## config.mk

```make
export PLATFORM = sky130hd
export DESIGN_NAME = xfer_ctrl_regs
export DESIGN_NICKNAME = d
export VERILOG_FILES = /design/src/rtl/xfer_regs_pkg.sv /design/src/rtl/xfer_chan_slice.sv /design/src/rtl/xfer_irq_merge.sv /design/src/rtl/xfer_read_mux.sv /design/src/rtl/xfer_ctrl_regs.sv
export SDC_FILE = /design/constraint.sdc
export NUM_CORES = 1
export LEC_CHECK = 0
export ABC_AREA = 1
export CORE_AREA = 2 2 39 41
export DETAILED_ROUTE_END_ITERATION = 6
export DIE_AREA = 0 0 41 43
export GPL_TIMING_DRIVEN = 1
export PLACE_DENSITY = 0.7
export SLEW_MARGIN = 5
export SYNTH_ARGS = -nofsm -noshare
export SYNTH_HDL_FRONTEND = slang
export SYNTH_SLANG_ARGS = --single-unit
```

## constraint.sdc

```tcl
create_clock -name clk -period 1.18 [get_ports clk]
set_input_delay 0.236 -clock clk [delete_from_list [all_inputs] [get_ports clk]]
set_output_delay 0.236 -clock clk [all_outputs]
set_load 0.01 [all_outputs]
```

## src/rtl/xfer_regs_pkg.sv

```systemverilog
// Shared field positions and types for the transfer control/status registers.
// Assumes a fixed four-bit slot per channel in both registers.
package xfer_regs_pkg;
    localparam int SLOT_W    = 4;
    // Control slot bit positions (relative to the slot base)
    localparam int CTL_RSVD  = 0;
    localparam int CTL_ACK   = 1;
    localparam int CTL_IEN   = 2;
    localparam int CTL_ABORT = 3;
    // Status slot bit positions (relative to the slot base)
    localparam int ST_BUSY   = 0;
    localparam int ST_SRC    = 1;
    localparam int ST_DST    = 2;
    localparam int ST_FLAG   = 3;

    typedef enum logic {
        SEL_CTRL = 1'b0,
        SEL_STAT = 1'b1
    } reg_sel_e;

    typedef struct packed {
        logic abort;
        logic ien;
        logic flag;
    } chan_state_t;
endpackage

```

## src/rtl/xfer_chan_slice.sv

```systemverilog
// Per-channel control state: enable, sticky end-of-flow flag and abort pulse.
// Assumes ctl_wr is a single-cycle qualified write to the control register and
// wr_slot is this channel's four-bit slice of the write data.
module xfer_chan_slice
    import xfer_regs_pkg::*;
(
    input  logic              clk,
    input  logic              rst_n,
    input  logic              ctl_wr,
    input  logic [SLOT_W-1:0] wr_slot,
    input  logic              eof_i,
    output chan_state_t       state_o
);
    logic abort_q;
    logic ien_q;
    logic flag_q;
    logic ack_req;

    assign ack_req = ctl_wr & wr_slot[CTL_ACK];

    // Abort is a command pulse: set by a write, gone the next cycle
    always_ff @(posedge clk) begin
        if (!rst_n) abort_q <= 1'b0;
        else        abort_q <= ctl_wr & wr_slot[CTL_ABORT];
    end

    // Interrupt enable follows every control write
    always_ff @(posedge clk) begin
        if (!rst_n)      ien_q <= 1'b0;
        else if (ctl_wr) ien_q <= wr_slot[CTL_IEN];
    end

    // Sticky flag: event wins over acknowledge in the same cycle
    always_ff @(posedge clk) begin
        if (!rst_n) flag_q <= 1'b0;
        else        flag_q <= eof_i | (flag_q & ~ack_req);
    end

    assign state_o = '{abort: abort_q, ien: ien_q, flag: flag_q};

    AST_ABORT_FROM_WRITE: assert property (@(posedge clk) disable iff (!rst_n)
        $rose(abort_q) |-> $past(ctl_wr && wr_slot[CTL_ABORT]));
    AST_ABORT_SELF_CLEAR: assert property (@(posedge clk) disable iff (!rst_n)
        (abort_q && !(ctl_wr && wr_slot[CTL_ABORT])) |=> !abort_q);
    AST_FLAG_ON_EVENT: assert property (@(posedge clk) disable iff (!rst_n)
        eof_i |=> flag_q);
    AST_FLAG_NO_SW_SET: assert property (@(posedge clk) disable iff (!rst_n)
        (!flag_q && !eof_i) |=> !flag_q);
    AST_ACK_CLEARS: assert property (@(posedge clk) disable iff (!rst_n)
        (flag_q && ack_req && !eof_i) |=> !flag_q);
    AST_FLAG_HOLD: assert property (@(posedge clk) disable iff (!rst_n)
        (flag_q && !ack_req) |=> flag_q);
endmodule

```

## src/rtl/xfer_irq_merge.sv

```systemverilog
// Combines per-channel flag AND enable into one registered interrupt request.
// Assumes flags and enables are registered state from the channel slices.
module xfer_irq_merge #(
    parameter int NUM_CH = 2
) (
    input  logic              clk,
    input  logic              rst_n,
    input  logic [NUM_CH-1:0] flags_i,
    input  logic [NUM_CH-1:0] ien_i,
    output logic              irq_o
);
    logic any_pending;

    // Any enabled channel with a pending flag
    always_comb any_pending = |(flags_i & ien_i);

    // Register the request so irq never glitches
    always_ff @(posedge clk) begin
        if (!rst_n) irq_o <= 1'b0;
        else        irq_o <= any_pending;
    end

    AST_IRQ_RAISE: assert property (@(posedge clk) disable iff (!rst_n)
        (|(flags_i & ien_i)) |=> irq_o);
    AST_IRQ_MASKED: assert property (@(posedge clk) disable iff (!rst_n)
        ((flags_i & ien_i) == '0) |=> !irq_o);
endmodule

```

## src/rtl/xfer_read_mux.sv

```systemverilog
// Builds the control and status register images and selects one for reading.
// Assumes a combinational read path; ack and reserved bits are wired to 0.
module xfer_read_mux
    import xfer_regs_pkg::*;
#(
    parameter int NUM_CH = 2,
    localparam int DW    = SLOT_W * NUM_CH
) (
    input  reg_sel_e          sel_i,
    input  chan_state_t       st_i [NUM_CH],
    input  logic [NUM_CH-1:0] busy_i,
    input  logic [NUM_CH-1:0] src_i,
    input  logic [NUM_CH-1:0] dst_i,
    output logic [DW-1:0]     rdata_o
);
    logic [DW-1:0] ctrl_img;
    logic [DW-1:0] stat_img;

    for (genvar c = 0; c < NUM_CH; c++) begin : g_img
        // Control slot: abort and enable visible, ack and reserved read 0
        always_comb begin
            ctrl_img[c*SLOT_W + CTL_ABORT] = st_i[c].abort;
            ctrl_img[c*SLOT_W + CTL_IEN]   = st_i[c].ien;
            ctrl_img[c*SLOT_W + CTL_ACK]   = 1'b0;
            ctrl_img[c*SLOT_W + CTL_RSVD]  = 1'b0;
        end
        // Status slot: live engine inputs plus the sticky flag
        always_comb begin
            stat_img[c*SLOT_W + ST_BUSY] = busy_i[c];
            stat_img[c*SLOT_W + ST_SRC]  = src_i[c];
            stat_img[c*SLOT_W + ST_DST]  = dst_i[c];
            stat_img[c*SLOT_W + ST_FLAG] = st_i[c].flag;
        end
    end

    // Select the addressed register image
    always_comb rdata_o = (sel_i == SEL_STAT) ? stat_img : ctrl_img;
endmodule

```

## src/rtl/xfer_ctrl_regs.sv

```systemverilog
// Top: control/status register pair for a multi-channel transfer engine.
// Assumes one bus access per cycle; reads are combinational; writes to the
// status address are ignored.
module xfer_ctrl_regs
    import xfer_regs_pkg::*;
#(
    parameter int NUM_CH = 2,
    localparam int DW    = SLOT_W * NUM_CH
) (
    input  logic              clk,
    input  logic              rst_n,
    input  logic              bus_wr,
    input  logic              bus_sel,
    input  logic [DW-1:0]     bus_wdata,
    output logic [DW-1:0]     bus_rdata,
    input  logic [NUM_CH-1:0] eng_busy,
    input  logic [NUM_CH-1:0] eng_src_rdy,
    input  logic [NUM_CH-1:0] eng_dst_rdy,
    input  logic [NUM_CH-1:0] eng_eof,
    output logic [NUM_CH-1:0] eng_abort,
    output logic              irq
);
    reg_sel_e          sel;
    logic              ctl_wr;
    chan_state_t       ch_st [NUM_CH];
    logic [NUM_CH-1:0] flags;
    logic [NUM_CH-1:0] ienv;

    assign sel    = reg_sel_e'(bus_sel);
    assign ctl_wr = bus_wr & (sel == SEL_CTRL);

    for (genvar c = 0; c < NUM_CH; c++) begin : g_ch
        xfer_chan_slice u_slice (
            .clk     (clk),
            .rst_n   (rst_n),
            .ctl_wr  (ctl_wr),
            .wr_slot (bus_wdata[c*SLOT_W +: SLOT_W]),
            .eof_i   (eng_eof[c]),
            .state_o (ch_st[c])
        );
        assign eng_abort[c] = ch_st[c].abort;
        assign flags[c]     = ch_st[c].flag;
        assign ienv[c]      = ch_st[c].ien;

        AST_RSVD_ACK_ZERO: assert property (@(posedge clk) disable iff (!rst_n)
            (sel == SEL_CTRL) |-> (bus_rdata[c*SLOT_W + CTL_RSVD] == 1'b0 &&
                                   bus_rdata[c*SLOT_W + CTL_ACK]  == 1'b0));
        AST_STATUS_LIVE: assert property (@(posedge clk) disable iff (!rst_n)
            (sel == SEL_STAT) |-> (bus_rdata[c*SLOT_W + ST_BUSY] == eng_busy[c]));
    end

    xfer_irq_merge #(.NUM_CH(NUM_CH)) u_irq (
        .clk     (clk),
        .rst_n   (rst_n),
        .flags_i (flags),
        .ien_i   (ienv),
        .irq_o   (irq)
    );

    xfer_read_mux #(.NUM_CH(NUM_CH)) u_rd (
        .sel_i   (sel),
        .st_i    (ch_st),
        .busy_i  (eng_busy),
        .src_i   (eng_src_rdy),
        .dst_i   (eng_dst_rdy),
        .rdata_o (bus_rdata)
    );
endmodule

```

==> results of run 1 <==
[stage by stage]
step | hold WS [ns] | std cells
3_3_place_gp | 0.563 | 103
6_report | 0.521 | 108
4_1_cts | 0.511 | 108
3_5_place_dp | 0.569 | 103
5_1_grt | 0.519 | 108
2_1_floorplan | 0.355 | 55
[registers in the layout (all words and copies together), names as in the netlist]
signal,cells
g_ch.u_slice.ien_q,2
g_ch.u_slice.flag_q,2
u_irq.irq_o,1
g_ch.u_slice.abort_q,2
[power groups by stage]
stage / sequential, mW / clock [mW] / combinational, mW
2_1_floorplan: 0.261 / 0 / 0.0623
3_3_place_gp: 0.261 / 0 / 0.181
3_5_place_dp: 0.261 / 0 / 0.183
4_1_cts: 0.256 / 0.232 / 0.171
5_1_grt: 0.257 / 0.241 / 0.187
6_report: 0.255 / 0.227 / 0.171
[per-layer routing]
metal	GRT usage	vias to the layer above	share of wire
met2	0.159	22	0.46
li1	-	235	-
met4	0.120	0	0.034
met3	0.0419	4	0.16
met5	0	-	0
met1	0.100	174	0.34
[cell type report]
cell class,count,area [um^2]
clock buffer,4,26.3
fill,155,694
inverter,9,42.5
multi-input combinational,36,151
sequential,7,140
tap,16,20.0
timing repair buffer,36,309
[critical path, delay by kind of cell]
kind / cells / cell delay, ns
buf+inv: 2 / 0.58
simple gates: 2 / 0.10
[worst max-delay path by stage]
stage / depth (start not counted) / slack [ns] / to
final: 4 / 0.03 / bus_rdata[6]
after global routing: 4 / 0.005 / bus_rdata[1]
after CTS: 7 / 0.01 / bus_rdata[7]
after detailed placement: 5 / -0.59 / bus_rdata[7]
after global placement: 5 / -0.58 / bus_rdata[6]
after floorplan: 4 / 0.40 / bus_rdata[2]
[cells by family after synthesis]
group,Yosys count
and+or+nand+nor,31
buffers and inverters,12
DFF,7
AOI/OAI and AO/OA,5
[what timing repair did]
action,in CTS,in global routing
cloned,0,0
hold buffers,0,0
endpoints found under the setup margin,11,5
setup buffers,1,0
gates resized for setup,40,2
[cells in the final DEF (no fill, tap or decap), drive strengths merged]
cell type,n
dlygate4sd2,3
dfxtp,7
clkdlybuf4s50,16
clkinv,1
inv,8
nand2,23
a21oi,3
nor2,6
o21ai,2
clkbuf,5
nand3,2
buf,16
==> impl_metrics.ini, run 1 <==
[hold_path]
hold_class = input port to register
hold_path_depth = 3
whs_endpoint = g_ch[1].u_slice.abort_q
hp-start = bus_wdata[7]

[timing]
hold_viol = 0
timing.slew.headroom = 0.886
worst_slew_pin_slew_ns = 0.171
post-route-period-util = 0.977
min_period_ns = 1.15
setup_viol = 0
finClkSkew_ns = 0.00348
max_freq_ghz = 0.868
setup_tns_ns = 0
slew_viol_final = 0
rsz0062_at_grt = no
setup_ws_ns = 0.0276

[synth]
synthMuxAreaShare = 0
synthSimpleGateAreaFrac = 0.351
synth_fa_ha_area_frac = 0
synth_top_flop_cell = dfxtp_1
synth_common_cells = 22 x nand2_1, 7 x dfxtp_1, 7 x inv_1, 6 x nor2_1, 3 x a21oi_1
syn_avg_cell_area_um2 = 6.55
synthCells = 55
yosysTopAreaCellShare = 0.389
synth.area.top_cells = dfxtp_1 39%, nand2_1 23%, inv_1 7.3%
syn-num-nets = 75
post_synth_instance_area_um2 = 360
yosys_warnings = 0
synth_top_family_by_area = simple AND/OR/NAND/NOR gates
async_flop_share = 0
synth_most_common_cell = nand2_1
seq_area_frac_synth = 0.389
synth_seq_cells = 7
synth_area_leader_cell = dfxtp_1
ys_types = 12
synth_compound_area_frac = 0.0694
synth_edf_count = 0
synth_xor_area_frac = 0

[cts]
clk_latency_ns = 0.26
cts_root_buffer = clkbuf_4
tritoncts = built
clock-sinks = 7
clock_path_buffers = 2
clkTransAtPathRegs_ns = 0.05
h-tree-depth = 1
cts-buffers-inserted = 3

[worst_setup_path]
r2r-end = u_irq.irq_o
arrival_ns = 0.92
cp_cell_sequence = clkdlybuf4s50_1 > nand2_1 > nand2_1 > buf_2
required_ns = 0.94
critPathMaxStageDelay_ns = 0.45
crit_type = input port to primary output
r2r_cells = 3
reg2reg_from = g_ch[0].u_slice.flag_q
startpoint = eng_dst_rdy[1]
cpMaxStageDelayCell = clkdlybuf4s50_1
startpoint_type = input port
end_kind = primary output
cp_common_cell = nand2_1
reg2reg_setup_slack_ns = 0.49
worst-path-max-fanout = 1

[placement]
dpl.hpwl_um = 741
port_buffers = 28
post_dp_cell_area_um2 = 687
routabilityCongestion = 0.724
place_ws_ns = -0.589

[power]
ir_drop_uv = 410
combPwrFrac = 0.261
swShare = 0.260
p_total_mw = 0.653
p_switching_mw = 0.170
seq_power_share = 0.391
p_int_mw = 0.484
p_leak_nw = 0.383
powerDensity_mw_per_mm2 = 947
clock_power_share = 0.348

[floorplan]
core_mm2 = 0.00138
rows = 14
io_pins = 31
die_h_um = 43
die_w_um = 41
start_util = 0.260
die_area_mm2 = 0.00176

[routing]
wl_um = 929
vias_per_cell = 4.03
drtPass1Iterations = 2
post_drt_wl_per_cell_um = 8.60
ant_nets = 0
drc = 0
vias = 435
drt-initial-drc-count = 1

[global_routing]
overflow = 0
grt_start_max_net_pins = 9
grt_pass1_wl_um = 1190
grt_pass1_vias = 304
antenna_found_initial = 0
grt.total_usage = 0.109

[final_layout]
syn_to_final_growth_pct = 91.3
final_net_count = 113
final_layout_size_suffix_gt1_frac = 0.250
finalInstanceArea_um2 = 689
n_antenna_cell = 0
fin_util = 0.498

[job]
maxCapViolCount = 0

[status]
status = finished clean
Power figures use the tool's default switching activity.
==> inputs of run 2 (changes only) <==
- MAX_ROUTING_LAYER: not set -> met4
==> results of run 2 <==
The final DEF is identical to that of run 1; final timing and power are the same.
Among the figures that moved: final weighted congestion in routability-driven placement 0.724 -> 0.733; overall routing resource usage 0.109 -> 0.111
